==> src/rtl/ptime_pkg.sv <==
`timescale 1ns/1ps
package ptime_pkg;

    localparam int BUS_W = 16;

    typedef enum logic [1:0] {
        REG_CTRL = 2'd0,
        REG_TIME = 2'd1,
        REG_STAT = 2'd2,
        REG_DATA = 2'd3
    } reg_sel_e;

    typedef enum logic [1:0] {
        EDGE_OFF  = 2'd0,
        EDGE_RISE = 2'd1,
        EDGE_FALL = 2'd2,
        EDGE_ANY  = 2'd3
    } edge_mode_e;

    typedef struct packed {
        logic wrap;
        logic overrun;
        logic valid;
    } cap_flags_t;

    // True when the pin vector shows an edge the mode selects.
    function automatic logic edge_hit(edge_mode_e m, logic [31:0] cur, logic [31:0] prv);
        logic rise;
        logic fall;
        logic res;
        rise = |(cur & ~prv);
        fall = |(~cur & prv);
        case (m)
            EDGE_RISE: res = rise;
            EDGE_FALL: res = fall;
            EDGE_ANY:  res = rise | fall;
            default:   res = 1'b0;
        endcase
        return res;
    endfunction

endpackage

==> src/rtl/ptime_timebase.sv <==
`timescale 1ns/1ps
module ptime_timebase #(
    parameter int DIV_W = 8,
    parameter int CNT_W = 16
) (
    input  logic             clk,
    input  logic             rst,
    input  logic [DIV_W-1:0] div,
    output logic             tick,
    output logic             wrap,
    output logic [CNT_W-1:0] cnt,
    output logic [CNT_W-1:0] cnt_nxt
);
    logic [DIV_W-1:0] pre_q;
    logic [CNT_W-1:0] cnt_q;

    assign tick    = (pre_q >= div);
    assign wrap    = tick && (cnt_q == '1);
    assign cnt     = cnt_q;
    assign cnt_nxt = cnt_q + CNT_W'(tick);

    always_ff @(posedge clk) begin
        if (rst) begin
            pre_q <= '0;
            cnt_q <= '0;
        end else if (tick) begin
            pre_q <= '0;
            cnt_q <= cnt_q + CNT_W'(1);
        end else begin
            pre_q <= pre_q + DIV_W'(1);
        end
    end


    hold_without_tick_chk: assert property (@(posedge clk) disable iff (rst)
        !tick |=> $stable(cnt_q));

endmodule

==> src/rtl/ptime_capture.sv <==
`timescale 1ns/1ps
module ptime_capture
    import ptime_pkg::*;
#(
    parameter int PW    = 4,
    parameter int CNT_W = 16
) (
    input  logic             clk,
    input  logic             rst,
    input  logic [PW-1:0]    pin_in,
    input  logic [1:0]       mode,
    input  logic             wrap,
    input  logic [CNT_W-1:0] cnt_nxt,
    input  logic             rd_clr,
    output logic [CNT_W-1:0] cap_val,
    output cap_flags_t       flags
);
    logic [PW-1:0]    prev_q;
    logic [CNT_W-1:0] cap_q;
    cap_flags_t       flags_q;
    logic             wrap_seen_q;
    logic             hit;

    assign hit     = edge_hit(edge_mode_e'(mode), 32'(pin_in), 32'(prev_q));
    assign cap_val = cap_q;
    assign flags   = flags_q;

    always_ff @(posedge clk) begin
        if (rst) begin
            prev_q      <= '0;
            cap_q       <= '0;
            flags_q     <= '0;
            wrap_seen_q <= 1'b0;
        end else begin
            prev_q <= pin_in;
            if (hit) begin
                cap_q           <= cnt_nxt;
                flags_q.valid   <= 1'b1;
                flags_q.overrun <= flags_q.valid && !rd_clr;
                flags_q.wrap    <= wrap_seen_q || wrap;
                wrap_seen_q     <= 1'b0;
            end else begin
                if (wrap)   wrap_seen_q <= 1'b1;
                if (rd_clr) flags_q     <= '0;
            end
        end
    end


    capture_sets_valid_chk: assert property (@(posedge clk) disable iff (rst)
        hit |=> flags_q.valid);


    second_capture_overrun_chk: assert property (@(posedge clk) disable iff (rst)
        (hit && flags_q.valid && !rd_clr) |=> flags_q.overrun);


    read_consumes_chk: assert property (@(posedge clk) disable iff (rst)
        (rd_clr && !hit) |=> !flags_q.valid && !flags_q.overrun);

endmodule

==> src/rtl/ptime_sched.sv <==
`timescale 1ns/1ps
module ptime_sched #(
    parameter int PW    = 4,
    parameter int CNT_W = 16
) (
    input  logic             clk,
    input  logic             rst,
    input  logic [CNT_W-1:0] cnt,
    input  logic             tgt_we,
    input  logic [CNT_W-1:0] tgt_in,
    input  logic             arm_we,
    input  logic [PW-1:0]    data_in,
    output logic [PW-1:0]    pin_out,
    output logic             pending
);
    logic [CNT_W-1:0] tgt_q;
    logic [PW-1:0]    data_q;
    logic [PW-1:0]    out_q;
    logic             pend_q;
    logic             fire;

    assign fire    = pend_q && (cnt == tgt_q);
    assign pin_out = out_q;
    assign pending = pend_q;

    always_ff @(posedge clk) begin
        if (rst) begin
            tgt_q  <= '0;
            data_q <= '0;
            out_q  <= '0;
            pend_q <= 1'b0;
        end else begin
            if (tgt_we) tgt_q <= tgt_in;
            if (fire)   out_q <= data_q;
            if (arm_we) begin
                data_q <= data_in;
                pend_q <= 1'b1;
            end else if (fire) begin
                pend_q <= 1'b0;
            end
        end
    end


    fire_disarms_chk: assert property (@(posedge clk) disable iff (rst)
        (fire && !arm_we) |=> !pend_q);


    idle_output_stable_chk: assert property (@(posedge clk) disable iff (rst)
        !pend_q |=> $stable(out_q));

endmodule

==> src/rtl/ptime_unit.sv <==
`timescale 1ns/1ps
module ptime_unit
    import ptime_pkg::*;
#(
    parameter int PW    = 4,
    parameter int CNT_W = 16,
    parameter int DIV_W = 8
) (
    input  logic             clk,
    input  logic             rst,
    input  logic [PW-1:0]    pin_in,
    output logic [PW-1:0]    pin_out,
    input  logic             wr_en,
    input  logic [1:0]       wr_addr,
    input  logic [15:0]      wr_data,
    input  logic             rd_en,
    input  logic [1:0]       rd_addr,
    output logic [15:0]      rd_data
);
    localparam int DIV_LSB = 8;

    logic [1:0]       mode_q;
    logic [DIV_W-1:0] div_q;
    logic             tick;
    logic             wrap;
    logic [CNT_W-1:0] cnt;
    logic [CNT_W-1:0] cnt_nxt;
    logic [CNT_W-1:0] cap_val;
    cap_flags_t       flags;
    logic             pending;
    logic             rd_clr;
    logic             unused_ok;

    assign rd_clr    = rd_en && (reg_sel_e'(rd_addr) == REG_TIME);
    assign unused_ok = ^wr_data;

    always_ff @(posedge clk) begin
        if (rst) begin
            mode_q <= '0;
            div_q  <= '0;
        end else if (wr_en && reg_sel_e'(wr_addr) == REG_CTRL) begin
            mode_q <= wr_data[1:0];
            div_q  <= wr_data[DIV_LSB +: DIV_W];
        end
    end

    ptime_timebase #(.DIV_W(DIV_W), .CNT_W(CNT_W)) u_tb (
        .clk     (clk),
        .rst     (rst),
        .div     (div_q),
        .tick    (tick),
        .wrap    (wrap),
        .cnt     (cnt),
        .cnt_nxt (cnt_nxt)
    );

    ptime_capture #(.PW(PW), .CNT_W(CNT_W)) u_cap (
        .clk     (clk),
        .rst     (rst),
        .pin_in  (pin_in),
        .mode    (mode_q),
        .wrap    (wrap),
        .cnt_nxt (cnt_nxt),
        .rd_clr  (rd_clr),
        .cap_val (cap_val),
        .flags   (flags)
    );

    ptime_sched #(.PW(PW), .CNT_W(CNT_W)) u_sch (
        .clk     (clk),
        .rst     (rst),
        .cnt     (cnt),
        .tgt_we  (wr_en && reg_sel_e'(wr_addr) == REG_TIME),
        .tgt_in  (wr_data[CNT_W-1:0]),
        .arm_we  (wr_en && reg_sel_e'(wr_addr) == REG_DATA),
        .data_in (wr_data[PW-1:0]),
        .pin_out (pin_out),
        .pending (pending)
    );

    always_comb begin
        case (reg_sel_e'(rd_addr))
            REG_CTRL: rd_data = BUS_W'({div_q, 6'd0, mode_q});
            REG_TIME: rd_data = BUS_W'(cap_val);
            REG_STAT: rd_data = BUS_W'({pending, flags.wrap, flags.overrun, flags.valid});
            default:  rd_data = BUS_W'(cnt);
        endcase
    end

endmodule

==> config.mk <==
export PLATFORM = sky130hd
export DESIGN_NAME = ptime_unit
export DESIGN_NICKNAME = d
export VERILOG_FILES = /design/src/rtl/ptime_pkg.sv /design/src/rtl/ptime_timebase.sv /design/src/rtl/ptime_capture.sv /design/src/rtl/ptime_sched.sv /design/src/rtl/ptime_unit.sv
export SDC_FILE = /design/constraint.sdc
export NUM_CORES = 1
export LEC_CHECK = 0
export BUFFER_PORTS_ARGS = -buffer_cell sky130_fd_sc_hd__buf_2
export CAP_MARGIN = 10
export CORE_MARGIN = 2
export CORE_UTILIZATION = 53
export CTS_CLUSTER_SIZE = 40
export DETAILED_ROUTE_END_ITERATION = 10
export MAX_ROUTING_LAYER = met4
export PLACE_DENSITY_LB_ADDON = 0.15
export SYNTH_ARGS = -nofsm -noshare
export SYNTH_HDL_FRONTEND = slang
export SYNTH_SLANG_ARGS = --single-unit
==> constraint.sdc <==
create_clock -name clk -period 2.47 [get_ports clk]
set_input_delay 0.1235 -clock clk [delete_from_list [all_inputs] [get_ports clk]]
set_output_delay 0.1235 -clock clk [all_outputs]
set_load 0.03 [all_outputs]
==> reports/summary.txt <==
status -> finished, final reports clean
post-route insts no fill -> 655
die span in x -> 94.3 µm
root buf cell -> clkbuf_8
asr flop ratio synth -> 0
Cell Area, Synth -> 4320 µm²
hold_sp -> pin_in[3]
die height -> 94.3 µm
clock-pin transition on the worst setup and hold timing paths -> 90 ps
row cnt -> 32
crit end category -> flop
most used cell, CP -> ha_4
Inserted Clock Buffers -> 9
largest vdd supply drop -> 0.333 mV
slew margin rel. -> 0.666
Worst Path Max Fanout -> 6
Antenna Violating Nets Remaining -> 0
Leakage -> 1.98 nW
minimum clock period -> 2400 ps
Total GRT Usage -> 0.251
Nets -> 588
synthesized flop and latch total -> 83
# port buffers -> 47
PwrDens -> 561 nW/µm²
n_diodes -> 0
final wirelength -> 10300 µm
first-pass GRT wire length -> 16700 µm
CTS H-tree lvls -> 3
CP Class -> reg -> reg
Hold Path Class -> in -> reg
Final Skew -> 10.7 ps
area grow syn2layout -> 14.7%
Cells after DPL -> 630
Post-synth EDFFs -> 0
Synth cell types -> 45
fmax -> 416 MHz
worst r2r dst -> u_cap.cap_val[4]$_SDFFE_PP0P_
sequential-to-total area share from yosys stat -> 0.385
Final Util -> 0.635
CP max stage delay -> 460 ps
Max Cap Viol -> 0
Congestion Overflow GR -> 0
worst reg-to-reg path cell count -> 11
Synth Warn # -> 0
CP startpoint kind -> flop
antenna violations before repair -> 0
Crit-path slowest cell -> a2111o_1
FF-to-FF setup slack -> 70 ps
core area -> 7810 µm²
Final Max Tran Viols -> 0
DR pass1 iterations -> 5
TritonCTS Sinks -> 83
Worst Hold Depth -> 3
Mapped Avg Cell Area -> 8.62 µm²
post-synth net total -> 541
hpwl dp -> 7300 µm
pin count of the biggest net entering global routing -> 36
gpl congestion -> 0.934
number of DRC markers in iteration 0 -> 238
CTS tree -> done
worst slack at placement -> 42.5 ps
CP Data Arrival Time -> 2630 ps
via count -> 3605
origin of the critical flop-to-flop path -> div_q[0]$_SDFFE_PP0P_
period utilisation layout -> 0.972
number of global-route vias before repair -> 3312
PnR worst setup slack -> 68.1 ps
most used flip-flop cell after synthesis -> dfxtp_1
wire length per cell -> 15.7 µm
die area -> 8880 µm²
Worst-Margin Slew -> 501 ps
Via density -> 5.50
Mapped Cells -> 501
final setup fails -> 0
hold worst-path end -> u_cap.prev_q[3]$_SDFF_PP0_
I/O Pins -> 48
layout cells sized above 1 -> 0.231
Clock Path Buffers -> 2
DRC Markers -> 0
final hold vios -> 0
CP required -> 2700 ps
Clk Latency, worst-skew pair -> 350 ps
Initial Utilization -> 0.553
Critical Path, Cell by Cell -> ha_4 -> nand2b_4 -> a2111o_1 -> a21oi_4 -> inv_2 -> ha_4 -> ha_4 -> nand3_4 -> buf_6 -> xor2_1 -> a211oi_2
[timing repair]
action	in CTS	in global routing
gates resized for setup	0	13
hold endpoints to repair	5	0
buffers inserted	0	4
setup endpoints to repair	0	10
hold buffers	5	0
[cell type report]
class,count,area (µm²)
multi-input cells,367,2500
flip-flops and latches,83,1670
clock buffers,10,128
well taps,102,128
clock inverters,6,42.5
inverters,15,56.3
fillers,696,2850
repair buffers,72,439
[synthesized netlist by cell type, types with 4 or more instances]
library cell | count | area share
nand2b_1 | 6 | 0.0087
a21oi_1 | 46 | 0.053
ha_1 | 12 | 0.035
xor2_1 | 26 | 0.053
inv_1 | 15 | 0.013
nand4_1 | 6 | 0.0087
dfxtp_1 | 83 | 0.38
mux2_2 | 7 | 0.018
a211oi_2 | 15 | 0.043
clkbuf_1 | 15 | 0.013
o21ai_0 | 15 | 0.017
mux2i_1 | 23 | 0.053
buf_4 | 5 | 0.0087
nor2b_1 | 18 | 0.026
buf_2 | 8 | 0.0093
nor4_1 | 6 | 0.0087
nor2_1 | 63 | 0.055
xnor2_1 | 11 | 0.022
nand2_1 | 53 | 0.046
o21ai_1 | 4 | 0.0046
nor3_1 | 4 | 0.0046
nand3_1 | 19 | 0.022
[kinds of logic after synthesis]
logic type	after synthesis	synth area share
and+or+nand+nor	190	0.207
AOI/OAI and AO/OA	96	0.154
DFF	83	0.385
buffers and inverters	51	0.0614
xor gates and xnor gates	37	0.0751
muxes	32	0.0820
adders and majority gates	12	0.0348
[state kept, by name (all words and copies together), names as in the netlist, 2 cells and up]
name,cells
u_sch.pin_out,4
div_q,8
u_tb.cnt,16
u_sch.tgt_q,16
u_cap.cap_val,16
u_sch.data_q,4
u_tb.pre_q,8
mode_q,2
u_cap.flags,3
u_cap.prev_q,4
[power breakdown]
part | total (mW) | leakage (nW) | internal (mW) | switching (mW)
combinational | 0.464 | 1.22 | 0.197 | 0.267
sequential | 1.43 | 0.675 | 1.39 | 0.0376
clock | 0.886 | 0.0822 | 0.366 | 0.521
total | 2.78 | 1.98 | 1.95 | 0.825
[layout by cell type, fill, tap and decap left out, types with 3 or more instances in the layout]
master,synthesis,final
dlygate4sd3_1,0,5
xor2_1,26,26
clkbuf_8,0,9
xnor2_1,11,10
mux2i_1,23,23
o21ai_0,15,15
a21oi_1,46,46
nor2b_1,18,18
nand2_1,53,53
ha_1,12,9
or3_1,3,3
nand3_1,19,17
a2111o_1,3,3
mux2_2,7,7
nand4_1,6,6
nor2_1,63,61
buf_4,5,19
dfxtp_1,83,82
o21ai_1,4,3
nor3_1,4,3
nor4_1,6,5
nand3_2,2,3
a211oi_2,15,15
buf_2,8,47
nand2b_1,6,5
inv_1,15,13
a22o_1,3,3
ha_4,0,3
[how the worst max path moves through the flow]
| stage | end | slack (ps) | cells past startpoint | from |
|---|---|---|---|---|
| after floorplan | u_cap.cap_val[12]$_SDFFE_PP0P_ | 2 | 13 | u_tb.pre_q[0]$_SDFF_PP0_ |
| final | u_cap.cap_val[4]$_SDFFE_PP0P_ | 70 | 11 | div_q[0]$_SDFFE_PP0P_ |
| after CTS | u_cap.cap_val[14]$_SDFFE_PP0P_ | 20 | 12 | div_q[5]$_SDFFE_PP0P_ |
| after detailed placement | u_cap.cap_val[14]$_SDFFE_PP0P_ | 40 | 12 | div_q[7]$_SDFFE_PP0P_ |
| after global placement | u_cap.cap_val[14]$_SDFFE_PP0P_ | 90 | 12 | div_q[5]$_SDFFE_PP0P_ |
| after global routing | u_cap.cap_val[14]$_SDFFE_PP0P_ | -2 | 11 | div_q[0]$_SDFFE_PP0P_ |
[worst max-delay path: cells and delay by family (launching register included)]
family | cells | cell delay (ps)
AND/OR/NAND/NOR | 2 | 230
XOR/XNOR | 1 | 170
flip-flops | 1 | 410
buffers and inverters | 2 | 180
adder cells (fa/ha/maj) | 3 | 560
AO/OA/AOI/OAI | 3 | 720
[per-layer routing]
metal	share of wire	global-route usage
met1	0.49	0.372
met2	0.43	0.351
met5	0	-
met4	0.013	0.0918
met3	0.063	0.0273
[metrics by stage]
stage	setup TNS, ps	hold WS (ps)	total power [mW]	instance area [µm²]
after floorplan	0	252	1.77	4360
after global placement	0	359	1.88	4640
after detailed placement	0	369	1.89	4640
after CTS	0	1.55	2.77	4860
after global routing	-3.68	16.5	2.90	4950
final	0	5.75	2.78	4950
No activity file was read; power rests on OpenSTA's default activity.
